## config.mk

```make
export PLATFORM = sky130hd
export DESIGN_NAME = opnd_addr_unit
export DESIGN_NICKNAME = d
export VERILOG_FILES = /design/src/rtl/oau_pkg.sv /design/src/rtl/oau_direct.sv /design/src/rtl/oau_ptr_fetch.sv /design/src/rtl/opnd_addr_unit.sv
export SDC_FILE = /design/constraint.sdc
export NUM_CORES = 1
export LEC_CHECK = 0
export ABC_AREA = 1
export BUFFER_PORTS_ARGS = -buffer_cell sky130_fd_sc_hd__buf_2
export CORE_ASPECT_RATIO = 0.75
export CORE_UTILIZATION = 47
export DETAILED_ROUTE_END_ITERATION = 10
export PLACE_DENSITY = 0.68
export SYNTH_ARGS = -nofsm -noshare
export SYNTH_HDL_FRONTEND = slang
export SYNTH_HIERARCHICAL = 1
export SYNTH_SLANG_ARGS = --single-unit
export TNS_END_PERCENT = 5
```

## constraint.sdc

```tcl
create_clock -name clk -period 5.6 [get_ports clk]
set_input_delay 0.84 -clock clk [delete_from_list [all_inputs] [get_ports clk]]
set_output_delay 0.84 -clock clk [all_outputs]
set_load 0.005 [all_outputs]
```

## src/rtl/oau_pkg.sv

```systemverilog
package oau_pkg;
  localparam int unsigned BYTE_W = 8;
  localparam int unsigned MODE_W = 4;
  localparam int unsigned LEN_W  = 2;

  localparam logic [MODE_W-1:0] MD_ZP   = 4'd0;
  localparam logic [MODE_W-1:0] MD_ZPX  = 4'd1;
  localparam logic [MODE_W-1:0] MD_ZPY  = 4'd2;
  localparam logic [MODE_W-1:0] MD_ABS  = 4'd3;
  localparam logic [MODE_W-1:0] MD_ABSX = 4'd4;
  localparam logic [MODE_W-1:0] MD_ABSY = 4'd5;
  localparam logic [MODE_W-1:0] MD_PREX = 4'd6;
  localparam logic [MODE_W-1:0] MD_POSY = 4'd7;
  localparam logic [MODE_W-1:0] MD_REL  = 4'd8;
  localparam logic [MODE_W-1:0] MD_IMM  = 4'd9;

  typedef enum logic [1:0] {
    PF_IDLE = 2'd0,
    PF_LO   = 2'd1,
    PF_HI   = 2'd2,
    PF_WAIT = 2'd3
  } pf_state_e;
endpackage

```

## src/rtl/oau_direct.sv

```systemverilog
module oau_direct
  import oau_pkg::*;
#(
  parameter int unsigned DW = BYTE_W
) (
  input  logic [MODE_W-1:0] mode,
  input  logic [DW-1:0]     lo,
  input  logic [DW-1:0]     hi,
  input  logic [DW-1:0]     xi,
  input  logic [DW-1:0]     yi,
  output logic [2*DW-1:0]   addr,
  output logic [LEN_W-1:0]  len,
  output logic              is_ptr,
  output logic [DW-1:0]     ptr_base
);
  localparam int unsigned AW = 2 * DW;

  logic [DW-1:0] zp_x, zp_y;
  logic [AW-1:0] abs_base;

  assign zp_x     = lo + xi;
  assign zp_y     = lo + yi;
  assign abs_base = {hi, lo};

  always_comb begin
    addr     = '0;
    len      = 2'd0;
    is_ptr   = 1'b0;
    ptr_base = lo;
    case (mode)
      MD_ZP:   begin addr = {{DW{1'b0}}, lo};   len = 2'd1; end
      MD_ZPX:  begin addr = {{DW{1'b0}}, zp_x}; len = 2'd1; end
      MD_ZPY:  begin addr = {{DW{1'b0}}, zp_y}; len = 2'd1; end
      MD_ABS:  begin addr = abs_base;                      len = 2'd2; end
      MD_ABSX: begin addr = abs_base + {{DW{1'b0}}, xi};  len = 2'd2; end
      MD_ABSY: begin addr = abs_base + {{DW{1'b0}}, yi};  len = 2'd2; end
      MD_PREX: begin is_ptr = 1'b1; ptr_base = zp_x;      len = 2'd1; end
      MD_POSY: begin is_ptr = 1'b1; ptr_base = lo;        len = 2'd1; end
      MD_REL:  begin addr = {{DW{lo[DW-1]}}, lo};         len = 2'd1; end
      MD_IMM:  begin addr = '0;                           len = 2'd1; end
      default: begin addr = '0;                           len = 2'd0; end
    endcase
  end
endmodule

```

## src/rtl/oau_ptr_fetch.sv

```systemverilog
module oau_ptr_fetch
  import oau_pkg::*;
#(
  parameter int unsigned DW = BYTE_W
) (
  input  logic            clk,
  input  logic            rst_n,
  input  logic            start,
  input  logic            add_y,
  input  logic [DW-1:0]   base,
  input  logic [DW-1:0]   yi,
  output logic            busy,
  output logic            rd_en,
  output logic [2*DW-1:0] rd_addr,
  input  logic [DW-1:0]   rd_data,
  output logic            done,
  output logic [2*DW-1:0] addr
);
  localparam int unsigned AW = 2 * DW;

  pf_state_e     st;
  logic [DW-1:0] ptr_q, off_q, lo_q, ptr_nx;

  assign ptr_nx  = ptr_q + {{(DW-1){1'b0}}, 1'b1};
  assign busy    = (st != PF_IDLE);
  assign rd_en   = (st == PF_LO) || (st == PF_HI);
  assign rd_addr = {{DW{1'b0}}, (st == PF_HI) ? ptr_nx : ptr_q};
  assign done    = (st == PF_WAIT);
  assign addr    = {rd_data, lo_q} + {{DW{1'b0}}, off_q};

  always_ff @(posedge clk or negedge rst_n) begin
    if (!rst_n) begin
      st    <= PF_IDLE;
      ptr_q <= '0;
      off_q <= '0;
      lo_q  <= '0;
    end else begin
      case (st)
        PF_IDLE: if (start) begin
          ptr_q <= base;
          off_q <= add_y ? yi : '0;
          st    <= PF_LO;
        end
        PF_LO:   st <= PF_HI;
        PF_HI:   begin lo_q <= rd_data; st <= PF_WAIT; end
        default: st <= PF_IDLE;
      endcase
    end
  end

  // pointer reads stay in page zero
  a_r4_page_zero: assert property (@(posedge clk) disable iff (!rst_n)
    rd_en |-> (rd_addr[AW-1:DW] == '0));
  // the second read follows the first, wrapping inside the page
  a_r5_next_byte: assert property (@(posedge clk) disable iff (!rst_n)
    (st == PF_HI) |-> (rd_addr[DW-1:0] == $past(rd_addr[DW-1:0]) + {{(DW-1){1'b0}}, 1'b1}));
  // completion lasts one cycle
  a_r10_done_pulse: assert property (@(posedge clk) disable iff (!rst_n)
    done |=> !done);
endmodule

```

## src/rtl/opnd_addr_unit.sv

```systemverilog
module opnd_addr_unit
  import oau_pkg::*;
#(
  parameter int unsigned DW = BYTE_W
) (
  input  logic              clk,
  input  logic              rst_n,
  input  logic              req_valid,
  output logic              req_ready,
  input  logic [MODE_W-1:0] req_mode,
  input  logic [DW-1:0]     req_lo,
  input  logic [DW-1:0]     req_hi,
  input  logic [DW-1:0]     req_x,
  input  logic [DW-1:0]     req_y,
  output logic              mem_rd_en,
  output logic [2*DW-1:0]   mem_rd_addr,
  input  logic [DW-1:0]     mem_rd_data,
  output logic              ea_valid,
  output logic [2*DW-1:0]   ea_addr,
  output logic [LEN_W-1:0]  ea_len
);
  localparam int unsigned AW = 2 * DW;

  logic [AW-1:0]    d_addr, f_addr;
  logic [LEN_W-1:0] d_len;
  logic             d_ptr, f_busy, f_done, accept;
  logic [DW-1:0]    d_base;

  oau_direct #(.DW(DW)) u_direct (
    .mode(req_mode), .lo(req_lo), .hi(req_hi), .xi(req_x), .yi(req_y),
    .addr(d_addr), .len(d_len), .is_ptr(d_ptr), .ptr_base(d_base)
  );

  assign req_ready = !f_busy;
  assign accept    = req_valid && req_ready;

  oau_ptr_fetch #(.DW(DW)) u_fetch (
    .clk(clk), .rst_n(rst_n),
    .start(accept && d_ptr), .add_y(req_mode == MD_POSY),
    .base(d_base), .yi(req_y),
    .busy(f_busy), .rd_en(mem_rd_en), .rd_addr(mem_rd_addr),
    .rd_data(mem_rd_data), .done(f_done), .addr(f_addr)
  );

  always_ff @(posedge clk or negedge rst_n) begin
    if (!rst_n) begin
      ea_valid <= 1'b0;
      ea_addr  <= '0;
      ea_len   <= '0;
    end else begin
      ea_valid <= 1'b0;
      if (accept) ea_len <= d_len;
      if (accept && !d_ptr) begin
        ea_valid <= 1'b1;
        ea_addr  <= d_addr;
      end else if (f_done) begin
        ea_valid <= 1'b1;
        ea_addr  <= f_addr;
      end
    end
  end

  // no request is taken while pointer reads are in flight
  a_r9_busy_reads: assert property (@(posedge clk) disable iff (!rst_n)
    mem_rd_en |-> !req_ready);
  // a pointer-mode acceptance closes the handshake
  a_r9_ptr_blocks: assert property (@(posedge clk) disable iff (!rst_n)
    (accept && d_ptr) |=> !req_ready);
  // a direct acceptance yields a result next cycle
  a_r8_direct_next: assert property (@(posedge clk) disable iff (!rst_n)
    (accept && !d_ptr) |=> ea_valid);
  // no length beyond two bytes is reported
  a_r3_len_range: assert property (@(posedge clk) disable iff (!rst_n)
    ea_valid |-> (ea_len != 2'd3));
endmodule

```

# == Yosys cells after proc, flatten, opt, wreduce, memory -nomap -nowiden ==
# Index checks and enable logic that the tools add are counted.
# op_classes
n_addsub,6
reduce_logical,14
muxes,12
eq_ne,13
# op_table
op,n
$pmux W16 S7,1
$add A16 B8 Y16,3
$mux W16,2
$mux W8,3
$add A8 B8 Y8,2
$eq A4 B3 Y1 const B,4
$add A8 B1 Y8 const B,1
$eq A4 B2 Y1 const B,2
$eq A4 B4 Y1 const B,2
$reduce_or A7 Y1,1
$pmux W2 S3,1
$eq A2 B2 Y1 const B,2
$eq A4 B1 Y1 const B,1
$logic_not A4 Y1,1
$pmux W2 S2,1
$reduce_bool A2 Y1,2
$logic_and A1 B1 Y1,3
$mux W1,3
$reduce_or A3 Y1,1
$eq A2 B1 Y1 const B,1
$logic_not A1 Y1,2
$logic_not A2 Y1,1
$mux W2,1
$ne A2 B1 Y1 const B,1
other kinds (3),3
# word_totals
regBits,45
word_cells,52

# == Depth between registers and ports, before layout ==
# Gate-level depths: netlist (run 1).
# depth
word_depth,6
ltp_mapped,22
ltp_nobuf,22

# == Cells and area by module ==
# Netlist (run 1), hierarchy kept.
# by_module_without_submodules
mod,cells_per_inst,seq_area_each_um2,instances,area_each_um2
oau_direct,379,0.0,1,1998.2
oau_ptr_fetch,253,650.6,1,1911.8
opnd_addr_unit,155,475.5,1,1092.3

# == Least setup slack after synthesis (run 1) ==
# Ideal clock, no wire load.
# synth_timing
kind,input port to flip-flop
from,in req_mode[2]
to,reg ea_addr[15]
setup_time_ns,0.117
required_ns,5.483
arrival_ns,2.792
path_stages,18
slack_ns,2.691
path_cell_list,inv_1 -> nor2_2 -> nand2_2 -> inv_2 -> nand2_4 -> mux2_4 -> ha_1 -> or2_2 -> nand3_1 -> nand2_1 -> nand2_1 -> nand3_1 -> nand3_1 -> nand2_1 -> inv_1 -> nand3_1 -> nand2_1 -> nand2_1
# synth_lines
element,line,source
start: declaration,opnd_addr_unit.sv:10,"input logic [MODE_W-1:0] req_mode,"
$eq A4 B4 Y1 (tied with other cells),oau_direct.sv:30,case (mode)
$pmux W16 S7 (*),oau_direct.sv:30,
named net d_addr[15],opnd_addr_unit.sv:24,"logic [AW-1:0] d_addr, f_addr;"
$mux W16 (*),opnd_addr_unit.sv:53,if (accept && !d_ptr) begin
end signal: assignment,opnd_addr_unit.sv:55,ea_addr <= d_addr;
end signal: assignment,opnd_addr_unit.sv:58,ea_addr <= f_addr;
end: declaration,opnd_addr_unit.sv:19,"output logic [2*DW-1:0] ea_addr,"
# Mark *: on every way through the listed nets, which the timed path passes. The rest lies on a longest branch.
# A chain may end at the register's enable or synchronous reset.

# == Final worst setup path (run 1) ==
# layout_timing
from,in req_mode[2]
to,reg ea_addr[9]
# The elaborated chain is that of the path after synthesis.

==> results.yml, run 1 <==
hold_path:
  min_from: "u_fetch/off_q[0]$_DFFE_PN0P_"
  holdPathEnd: "u_fetch/off_q[0]$_DFFE_PN0P_"
  hold_class: "reg -> reg"
  holdPathStages: 2
final_layout:
  areaGrowthSynthToFinish_pct: 11.5
  drive_gt1_frac: 0.157
  fin_area_sq_um: 5580
  nets: 942
  fin_util: 0.540
  antenna_cells: 0
power_and_ir_drop:
  p_per_area_nw_per_um2: 322
  pwr-share-clk: 0.175
  leakage_nw: 3.22
  combPwrFrac: 0.508
  swShare: 0.437
  peakVddDrop_uv: 261
  intPower_mw: 1.01
  seqPwrFrac: 0.317
  switchingPower_mw: 0.784
  power_mw: 1.79
setup_path:
  reg2reg_depth: 6
  r2r_end: "u_fetch/ptr_q[3]$_DFFE_PN0P_"
  cp-start-kind: "primary input"
  critical_path_class: "in -> reg"
  worst_ep_required_time_ns: 5.78
  reg2reg_from: "u_fetch/st[0]$_DFFE_PN0P_"
  r2r_slack_ns: 3.19
  cp_max_fo: 14
  end_kind: "register"
  cp.arrival_ns: 3.55
global_routing:
  grt_max_degree: 46
  antenna_found_initial: 0
  gr-total-overflow: 0
  grt_pass1_vias: 4781
  grtUsageTotal: 0.276
  grt_pass1_wl_microns: 23600
sta:
  setup_viol: 0
  drv_slew: 0
  finalHoldViolCount: 0
  fin_crit_sh: 0.602
  clock_skew_ns: 0.00256
  slew_headroom: 0.283
  worst_pin_slew_ns: 1.08
  setup_tns_ns: 0
  setup_slack_ns: 2.23
  fmax_mhz: 296
  rsz0062_at_grt: "false"
  fin_crit_ns: 3.37
floorplanning:
  start_util: 0.484
  dieArea_sq_um: 11100
  die_h_microns: 91.3
  rows: 32
  die_w_microns: 121
  io_pins: 84
  core_area_sq_um: 10300
drt:
  avgRoutedWirePerCell_microns: 14.9
  dr.pass1.iters: 5
  postRouteAntennaNets: 0
  drc: 0
  vias: 5348
  drt_wl_total_microns: 14800
  via_per_inst: 5.40
  drt_iter0_markers: 510
clocking:
  holdBufCountCts: 0
  clock-sinks: 45
  numCtsBuffers: 5
  cts-resized-gates: 0
  clk_pin_slew_ns: 0.06
  cts_buffer_depth: 2
  post_cts_buffers: 0
  clkLatencyLatePin_ns: 0.29
  tritoncts: "yes"
  cts-root-buf: "clkbuf_16"
  h-tree-depth: 2
place:
  dp_slack_ns: 1.97
  place_congestion: 1.01
  io_buffers: 75
  place_area_sq_um: 5420
  dpl.hpwl_microns: 11900
synthesis:
  synthCells: 787
  synthArstFlopShare: 1.00
  syn-cell-area_sq_um: 5000
  synth-seq-area-share: 0.225
  synth_area_per_cell_sq_um: 6.36
  ys_types: 44
  ys_warn_count: 6
  yosys_most_used_dff: "dfrtp_1"
  synth_seq_cells: 45
  synth_edf_count: 0
flow_run:
  cap_violations: 0
outcome:
  status: "complete, no violations"
-- per-layer routing --
| layer | routed length (microns) | global-route usage | part of all wire | vias to the layer above |
|---|---|---|---|---|
| li1 | - | - | - | 2631 |
| met1 | 7180 | 0.413 | 0.49 | 2464 |
| met2 | 6030 | 0.398 | 0.41 | 234 |
| met3 | 1350 | 0.0578 | 0.091 | 19 |
| met4 | 208 | 0.0710 | 0.014 | 0 |
| met5 | 0 | 0 | 0 | - |
-- worst max-delay path by stage --
stage | slack [ns] | from | end
final | 2.23 | req_mode[2] | ea_addr[9]$_DFFE_PN0P_
after floorplan | 2.69 | req_mode[2] | ea_addr[15]$_DFFE_PN0P_
after CTS | 2.27 | req_mode[2] | ea_addr[9]$_DFFE_PN0P_
after global placement | 2.00 | req_mode[2] | ea_addr[9]$_DFFE_PN0P_
after detailed placement | 1.97 | req_mode[2] | ea_addr[9]$_DFFE_PN0P_
after global routing | 1.97 | req_mode[2] | ea_addr[11]$_DFFE_PN0P_
-- cell usage after synthesis, types with 5 or more instances --
cell type | count | area [sq um]
mux2_2 | 7 | 78.8
xor2_1 | 14 | 123
buf_4 | 10 | 75.1
o21ai_0 | 24 | 120
inv_1 | 109 | 409
a21oi_1 | 23 | 115
nand3_1 | 101 | 505
ha_1 | 37 | 463
buf_2 | 5 | 25.0
nand4_1 | 20 | 125
or2_2 | 5 | 31.3
inv_2 | 11 | 41.3
dfrtp_1 | 45 | 1130
nor2_1 | 35 | 131
mux2_4 | 7 | 105
nand2_2 | 10 | 62.6
nand2_1 | 279 | 1050
-- cell families (layout without fill, tap and decap cells) --
kind of cell	count (synthesis)	in the layout	synth area share
compound gates	54	54	0.0568
xor+xnor	17	17	0.0298
fa+ha+maj	41	41	0.109
buf+inv	143	204	0.122
flops	45	45	0.225
mux	14	14	0.0368
other cells	1	8	0.000750
simple gates	472	472	0.420
-- state kept, by name (all words and copies together), names as in the netlist --
signal,flops
ea_addr,16
ea_len,2
ea_valid,1
u_fetch/lo_q,8
u_fetch/off_q,8
u_fetch/ptr_q,8
u_fetch/st,2
-- worst max-delay path, stage by stage --
cell      delay, ns
buf_2          0.14
inv_1          0.06
nor2_2         0.11
nand2_2        0.12
inv_2          0.26
nand2_4        0.17
mux2_4         0.33
ha_1           0.32
or2_2          0.32
nand3b_1       0.12
nand2_1        0.12
nand2_1        0.10
nand3_1        0.07
nand3_1        0.08
nand2_1        0.08
inv_1          0.06
nand3_1        0.08
nand2_1        0.08
nand2_1        0.05
-- power by group through the flow --
stage                     registers (mW)  clock network, mW  logic (mW)
after floorplan                    0.547                  0       0.628
after global placement             0.564                  0       0.875
after detailed placement           0.571                  0       0.895
after CTS                          0.567              0.319       0.903
after global routing               0.581              0.334        1.03
final                              0.569              0.314       0.911
-- cell type report --
type	instances	area (sq um)
Sequential cell	45	1130
Inverter	121	454
Clock inverter	1	5.00
Fill cell	1054	4750
Multi-Input combinational cell	606	3290
Tap cell	136	170
Timing Repair Buffer	75	375
Clock buffer	7	153
-- per-stage QoR --
stage	hold WS (ns)	std cells
2_1_floorplan	0.459	794
3_3_place_gp	0.477	983
3_5_place_dp	0.495	983
4_1_cts	0.510	991
5_1_grt	0.533	991
6_report	0.506	991
-- cell usage in the layout (no fill, tap or decap), types with 20 or more instances in the layout --
cell type  count
o21ai_0       24
nor2_1        35
dfrtp_1       45
inv_1        109
buf_2         75
nand2_1      279
a21oi_1       23
ha_1          37
nand3_1      101
nand4_1       20
No activity file was read; power rests on OpenSTA's default activity.
==> run 2, diff against run 1 <==
==> constraint.sdc (replaced) <==
create_clock -name clk -period 3.48 [get_ports clk]
set_input_delay 0.522 -clock clk [delete_from_list [all_inputs] [get_ports clk]]
set_output_delay 0.522 -clock clk [all_outputs]
set_load 0.005 [all_outputs]
==> run 2 against run 1 <==
Net effect: clock power increased by 47%; critical path type unchanged; non-clock buffer count up 3; clock skew rose by 0.0037 ns; hold slack worse by 0.10 ns; critical path depth is 3 higher; sequential power up 59%; global-route usage is 0.19 points lower; combinational power grew 61%; total power is 58% higher; sequential share of layout area about the same; register-to-register slack worse by 2.2 ns.
==> results.yml, run 2 (synthesis gave the netlist of run 1 again) <==
place:
  dpl.hpwl_microns: 11900
  place_congestion: 0.924
  dp_slack_ns: 0.397
  io_buffers: 75
clocking:
  cts-resized-gates: 0
  clkLatencyLatePin_ns: 0.29
  clock-sinks: 45
  numCtsBuffers: 5
  cts_buffer_depth: 2
  post_cts_buffers: 0
  clk_pin_slew_ns: 0.06
  tritoncts: "yes"
  holdBufCountCts: 0
  h-tree-depth: 2
  cts-root-buf: "clkbuf_16"
sta:
  finalHoldViolCount: 0
  rsz0062_at_grt: "false"
  fin_crit_sh: 0.820
  fin_crit_ns: 2.85
  worst_pin_slew_ns: 1.02
  setup_tns_ns: 0
  drv_slew: 0
  slew_headroom: 0.316
  clock_skew_ns: 0.00630
  setup_slack_ns: 0.627
  setup_viol: 0
  fmax_mhz: 350
final_layout:
  antenna_cells: 0
  nets: 945
  multi_input_area_sq_um: 3290
  drive_gt1_frac: 0.157
  final_common_cell: "nand2_1"
  layout_common_cells: "nand2_1 (279), inv_1 (109), nand3_1 (101)"
  top_register: "ea_addr"
  nFillCells: 1035
  areaGrowthSynthToFinish_pct: 11.6
  regArea_sq_um: 1130
  largest_register_ffs: 16
floorplanning:
  io_pins: 84
  dieArea_sq_um: 11100
  rows: 32
  start_util: 0.484
  core_area_sq_um: 10300
  die_h_microns: 91.3
  die_w_microns: 121
setup_path:
  end_kind: "register"
  reg2reg_from: "u_fetch/st[0]$_DFFE_PN0P_"
  r2r_end: "u_fetch/ptr_q[4]$_DFFE_PN0P_"
  r2r_slack_ns: 1.00
  reg2reg_depth: 6
  cp-start-kind: "primary input"
  cp.arrival_ns: 3.03
  cp_max_fo: 9
  critical_path_class: "in -> reg"
  worst_ep_required_time_ns: 3.65
drt:
  drt_wl_total_microns: 14600
  vias: 5320
  drt_iter0_markers: 531
  postRouteAntennaNets: 0
  avgRoutedWirePerCell_microns: 14.7
  drc: 0
  via_per_inst: 5.35
  dr.pass1.iters: 5
power_and_ir_drop:
  leakage_nw: 3.22
  p_per_area_nw_per_um2: 508
  peakVddDrop_uv: 418
global_routing:
  antenna_found_initial: 0
  grt_max_degree: 46
  grt_pass1_vias: 4852
  gr-total-overflow: 0
  grtUsageTotal: 0.274
  grt_pass1_wl_microns: 23600
outcome:
  status: "complete, no violations"
hold_path:
  hold_class: "in -> async"
flow_run:
  cap_violations: 0
## run 2: cell types whose count changed in the layout (fill, tap and decap cells not counted), sizes merged
cell      change
clkinvlp      +1
buf           +3
clkinv        -1
## run 2: layout make-up
cell class / count / share of cell area
timing repair buffer: 78 / 0.0713
inverter: 121 / 0.0814
sequential: 45 / 0.202
clock inverter: 1 / 0.00135
multi-input combinational: 606 / 0.590
clock buffer: 7 / 0.0238
tap: 136 / 0.0305
## run 2: power by group
part | internal, mW | switching, mW
sequential | 0.743 | 0.160
combinational | 0.587 | 0.884
clock | 0.267 | 0.194
## run 2: metal layers
metal	vias up	wire length [microns]	global-route usage
met5	-	0	0
met4	0	254	0.0638
met3	23	1300	0.0459
met2	228	6000	0.419
met1	2432	7040	0.401
li1	2637	-	-
## run 2: worst max-delay path by stage
stage | startpoint | endpoint | slack (ns) | depth (start not counted)
4_1_cts | req_mode[2] | ea_addr[9]$_DFFE_PN0P_ | 0.69 | 19
2_1_floorplan | req_mode[2] | ea_addr[15]$_DFFE_PN0P_ | 0.89 | 18
6_report | req_mode[2] | ea_addr[8]$_DFFE_PN0P_ | 0.63 | 22
5_1_grt | req_mode[2] | ea_addr[8]$_DFFE_PN0P_ | 0.43 | 22
3_3_place_gp | req_mode[2] | ea_addr[9]$_DFFE_PN0P_ | 0.45 | 19
3_5_place_dp | req_mode[2] | ea_addr[9]$_DFFE_PN0P_ | 0.40 | 19
## run 2: worst max-delay path: stages
cell and delay [ns]:
buf_2 0.14, inv_1 0.06, nor2_2 0.11, nand2_2 0.12, inv_2 0.10, nand2_4 0.11
mux2_4 0.23, ha_1 0.16, inv_1 0.06, fa_1 0.35, inv_1 0.13, nand3_1 0.08
nand3_1 0.12, nand2_1 0.09, nand2_1 0.11, nand2_1 0.06, nand3_1 0.07, nand3_1 0.08
inv_1 0.07, nand3_1 0.08, nand2_1 0.09, nand2_1 0.05
## run 2: metrics by stage
step	std cells	area (sq um)	hold WS, ns	total power, mW	utilization
2_1_floorplan	794	5030	0.226	1.89	-
3_3_place_gp	986	5440	0.482	2.33	0.527
3_5_place_dp	986	5440	0.488	2.37	0.527
4_1_cts	994	5580	0.450	2.84	0.540
5_1_grt	994	5580	0.495	3.09	0.540
6_report	994	5580	0.402	2.83	0.540
==> run 3, diff against run 2 <==
--- a/config.mk
+++ b/config.mk
@@ -10,7 +10,7 @@
 export CORE_ASPECT_RATIO = 0.75
 export CORE_UTILIZATION = 47
 export DETAILED_ROUTE_END_ITERATION = 10
-export PLACE_DENSITY = 0.68
+export PLACE_DENSITY = 0.7
 export SYNTH_ARGS = -nofsm -noshare
 export SYNTH_HDL_FRONTEND = slang
 export SYNTH_HIERARCHICAL = 1
==> constraint.sdc (replaced) <==
create_clock -name clk -period 2.42 [get_ports clk]
set_input_delay 0.363 -clock clk [delete_from_list [all_inputs] [get_ports clk]]
set_output_delay 0.363 -clock clk [all_outputs]
set_load 0.005 [all_outputs]
==> run 3 against run 2 <==
Net effect: critical path depth down 2; non-clock buffer count increased by 27; combinational power rose by 51%; wire length barely moved; clock-buffer cell count shrank 1; worst setup slack lost 0.52 ns; global-route usage is 0.51 points lower; sequential share of layout area down 1.6 points; sequential power rose by 43%; highest routed layer unchanged; design area increased by 8.9%; hold slack got worse by 0.30 ns; sequential cell count did not move.
==> results.yml, run 3 (synthesis gave the netlist of run 1 again) <==
clocking:
  cts_buffer_depth: 2
  clk_pin_slew_ns: 0.06
  numCtsBuffers: 5
  h-tree-depth: 2
  cts-root-buf: "clkbuf_16"
  tritoncts: "yes"
  clock-sinks: 45
  holdBufCountCts: 0
  clkLatencyLatePin_ns: 0.29
floorplanning:
  rows: 32
  io_pins: 84
  dieArea_sq_um: 11100
  start_util: 0.484
  core_area_sq_um: 10300
  die_h_microns: 91.3
  die_w_microns: 121
final_layout:
  fin_util: 0.588
  largest_register_ffs: 16
  antenna_cells: 0
  final_common_cell: "nand2_1"
  drive_gt1_frac: 0.242
  layout_common_cells: "nand2_1 (263), inv_1 (105), nand3_1 (86)"
  nets: 973
  top_register: "ea_addr"
  fin_area_sq_um: 6070
  areaGrowthSynthToFinish_pct: 21.4
global_routing:
  gr-total-overflow: 0
  grt_pass1_vias: 4762
  grt_max_degree: 34
  grtUsageTotal: 0.269
  antenna_found_initial: 0
  grt_pass1_wl_microns: 23300
sta:
  clock_skew_ns: 0.00533
  setup_viol: 0
  worst_pin_slew_ns: 0.678
  fin_crit_sh: 0.954
  fmax_mhz: 433
  fin_crit_ns: 2.31
  drv_slew: 0
  setup_tns_ns: 0
  finalHoldViolCount: 0
  slew_headroom: 0.548
setup_path:
  crit_chain: "buf_8 > inv_4 > nor2_4 > nand2_2 > inv_4 > nand2_8 > mux2_4 > ha_4 > nand2_2 > nand3b_1 > nand2_2 > nand2_2 > nand2_1 > nand2_1 > nand3_2 > nand2_1 > inv_1 > nand3_2 > nand2_1 > nand2_1"
  crit_top_cell: "nand2_1"
  cp.arrival_ns: 2.49
  slowest_stage: "mux2_4"
  crit_start: "req_mode[2]"
  cp.depth: 20
  path_buf_inv: 4
  r2r_slack_ns: 0.46
  worst_ep_required_time_ns: 2.60
  max_stage_delay_ns: 0.34
  critical_path_class: "in -> reg"
  reg2reg_depth: 14
  r2r_end: "ea_addr[10]$_DFFE_PN0P_"
  reg2reg_from: "u_fetch/off_q[0]$_DFFE_PN0P_"
  cp_max_fo: 5
  cpLargestDelayFamily: "simple AND/OR/NAND/NOR gates"
  cp-start-kind: "primary input"
  end_kind: "register"
  cp-endpoint: "ea_addr[13]$_DFFE_PN0P_"
outcome:
  status: "complete, no violations"
drt:
  avgRoutedWirePerCell_microns: 14.3
  via_per_inst: 5.18
  drt_wl_total_microns: 14600
  vias: 5292
  drt_iter0_markers: 445
  dr.pass1.iters: 5
  postRouteAntennaNets: 0
  drc: 0
flow_run:
  cap_violations: 0
place:
  place_congestion: 0.962
  place_area_sq_um: 5650
  io_buffers: 75
  dpl.hpwl_microns: 11600
power_and_ir_drop:
  leakage_nw: 3.41
  peakVddDrop_uv: 499
  p_per_area_nw_per_um2: 693
hold_path:
  hold_class: "in -> async"
run 3: cell types whose count changed in the layout (fill, tap and decap cells not counted), sizes merged:
| cell | before | now |
|---|---|---|
| clkinvlp | 1 | 0 |
| buf | 78 | 105 |
| clkbuf | 7 | 6 |
| nand2 | 290 | 291 |
| clkinv | 1 | 3 |
run 3: worst reg2reg max path, delay by kind of cell (launching register included):
family / cells / cell delay, ns
simple gates: 12 / 0.81
flops: 1 / 0.39
fa+ha+maj: 2 / 0.65
run 3: through the flow:
step	setup slack (ns)	hold slack, ns	cells	total power, mW
floorplan	-0.00341	0.0674	794	2.72
detailed placement	-0.329	0.432	1012	3.43
CTS	0.0345	0.126	1020	4.15
global placement	-0.267	0.429	1012	3.40
global route	-0.0302	0.149	1022	4.62
finish	0.111	0.104	1022	4.21
run 3: repair_timing:
action                                  in CTS  in global routing
gates cloned                                 0                  1
endpoints found under the setup margin       4                 13
buffers inserted                             0                  1
resized for setup                            3                 56
pin swaps                                    0                 27
run 3: final cells by class:
class / count / area [sq um]
fill: 1009 / 4260
inverter: 121 / 459
clock inverter: 2 / 13.8
multi-input combinational: 607 / 3550
tap: 136 / 170
sequential: 45 / 1130
timing repair buffer: 105 / 621
clock buffer: 6 / 139
run 3: layer usage:
| layer | track usage | vias to the layer above | part of all wire |
|---|---|---|---|
| met5 | 0 | - | 0 |
| met2 | 0.391 | 195 | 0.41 |
| met3 | 0.0377 | 11 | 0.081 |
| met1 | 0.419 | 2396 | 0.50 |
| met4 | 0.0494 | 0 | 0.0057 |
| li1 | - | 2690 | - |
run 3: worst min path at each step:
stage | from | to | slack (ns)
6_report | rst_n | ea_addr[10]$_DFFE_PN0P_ | 0.10
5_1_grt | rst_n | ea_addr[10]$_DFFE_PN0P_ | 0.15
4_1_cts | rst_n | ea_addr[14]$_DFFE_PN0P_ | 0.13
2_1_floorplan | rst_n | ea_addr[0]$_DFFE_PN0P_ | 0.07
3_5_place_dp | rst_n | ea_addr[3]$_DFFE_PN0P_ | 0.43
3_3_place_gp | rst_n | ea_addr[3]$_DFFE_PN0P_ | 0.43
run 3: power by group:
part           leakage, nW  total (mW)  internal [mW]  switching (mW)
Combinational         2.78        2.22          0.924            1.30
Clock               0.0768       0.703          0.411           0.292
Sequential           0.551        1.29           1.07           0.217
Total                 3.40        4.21           2.40            1.81
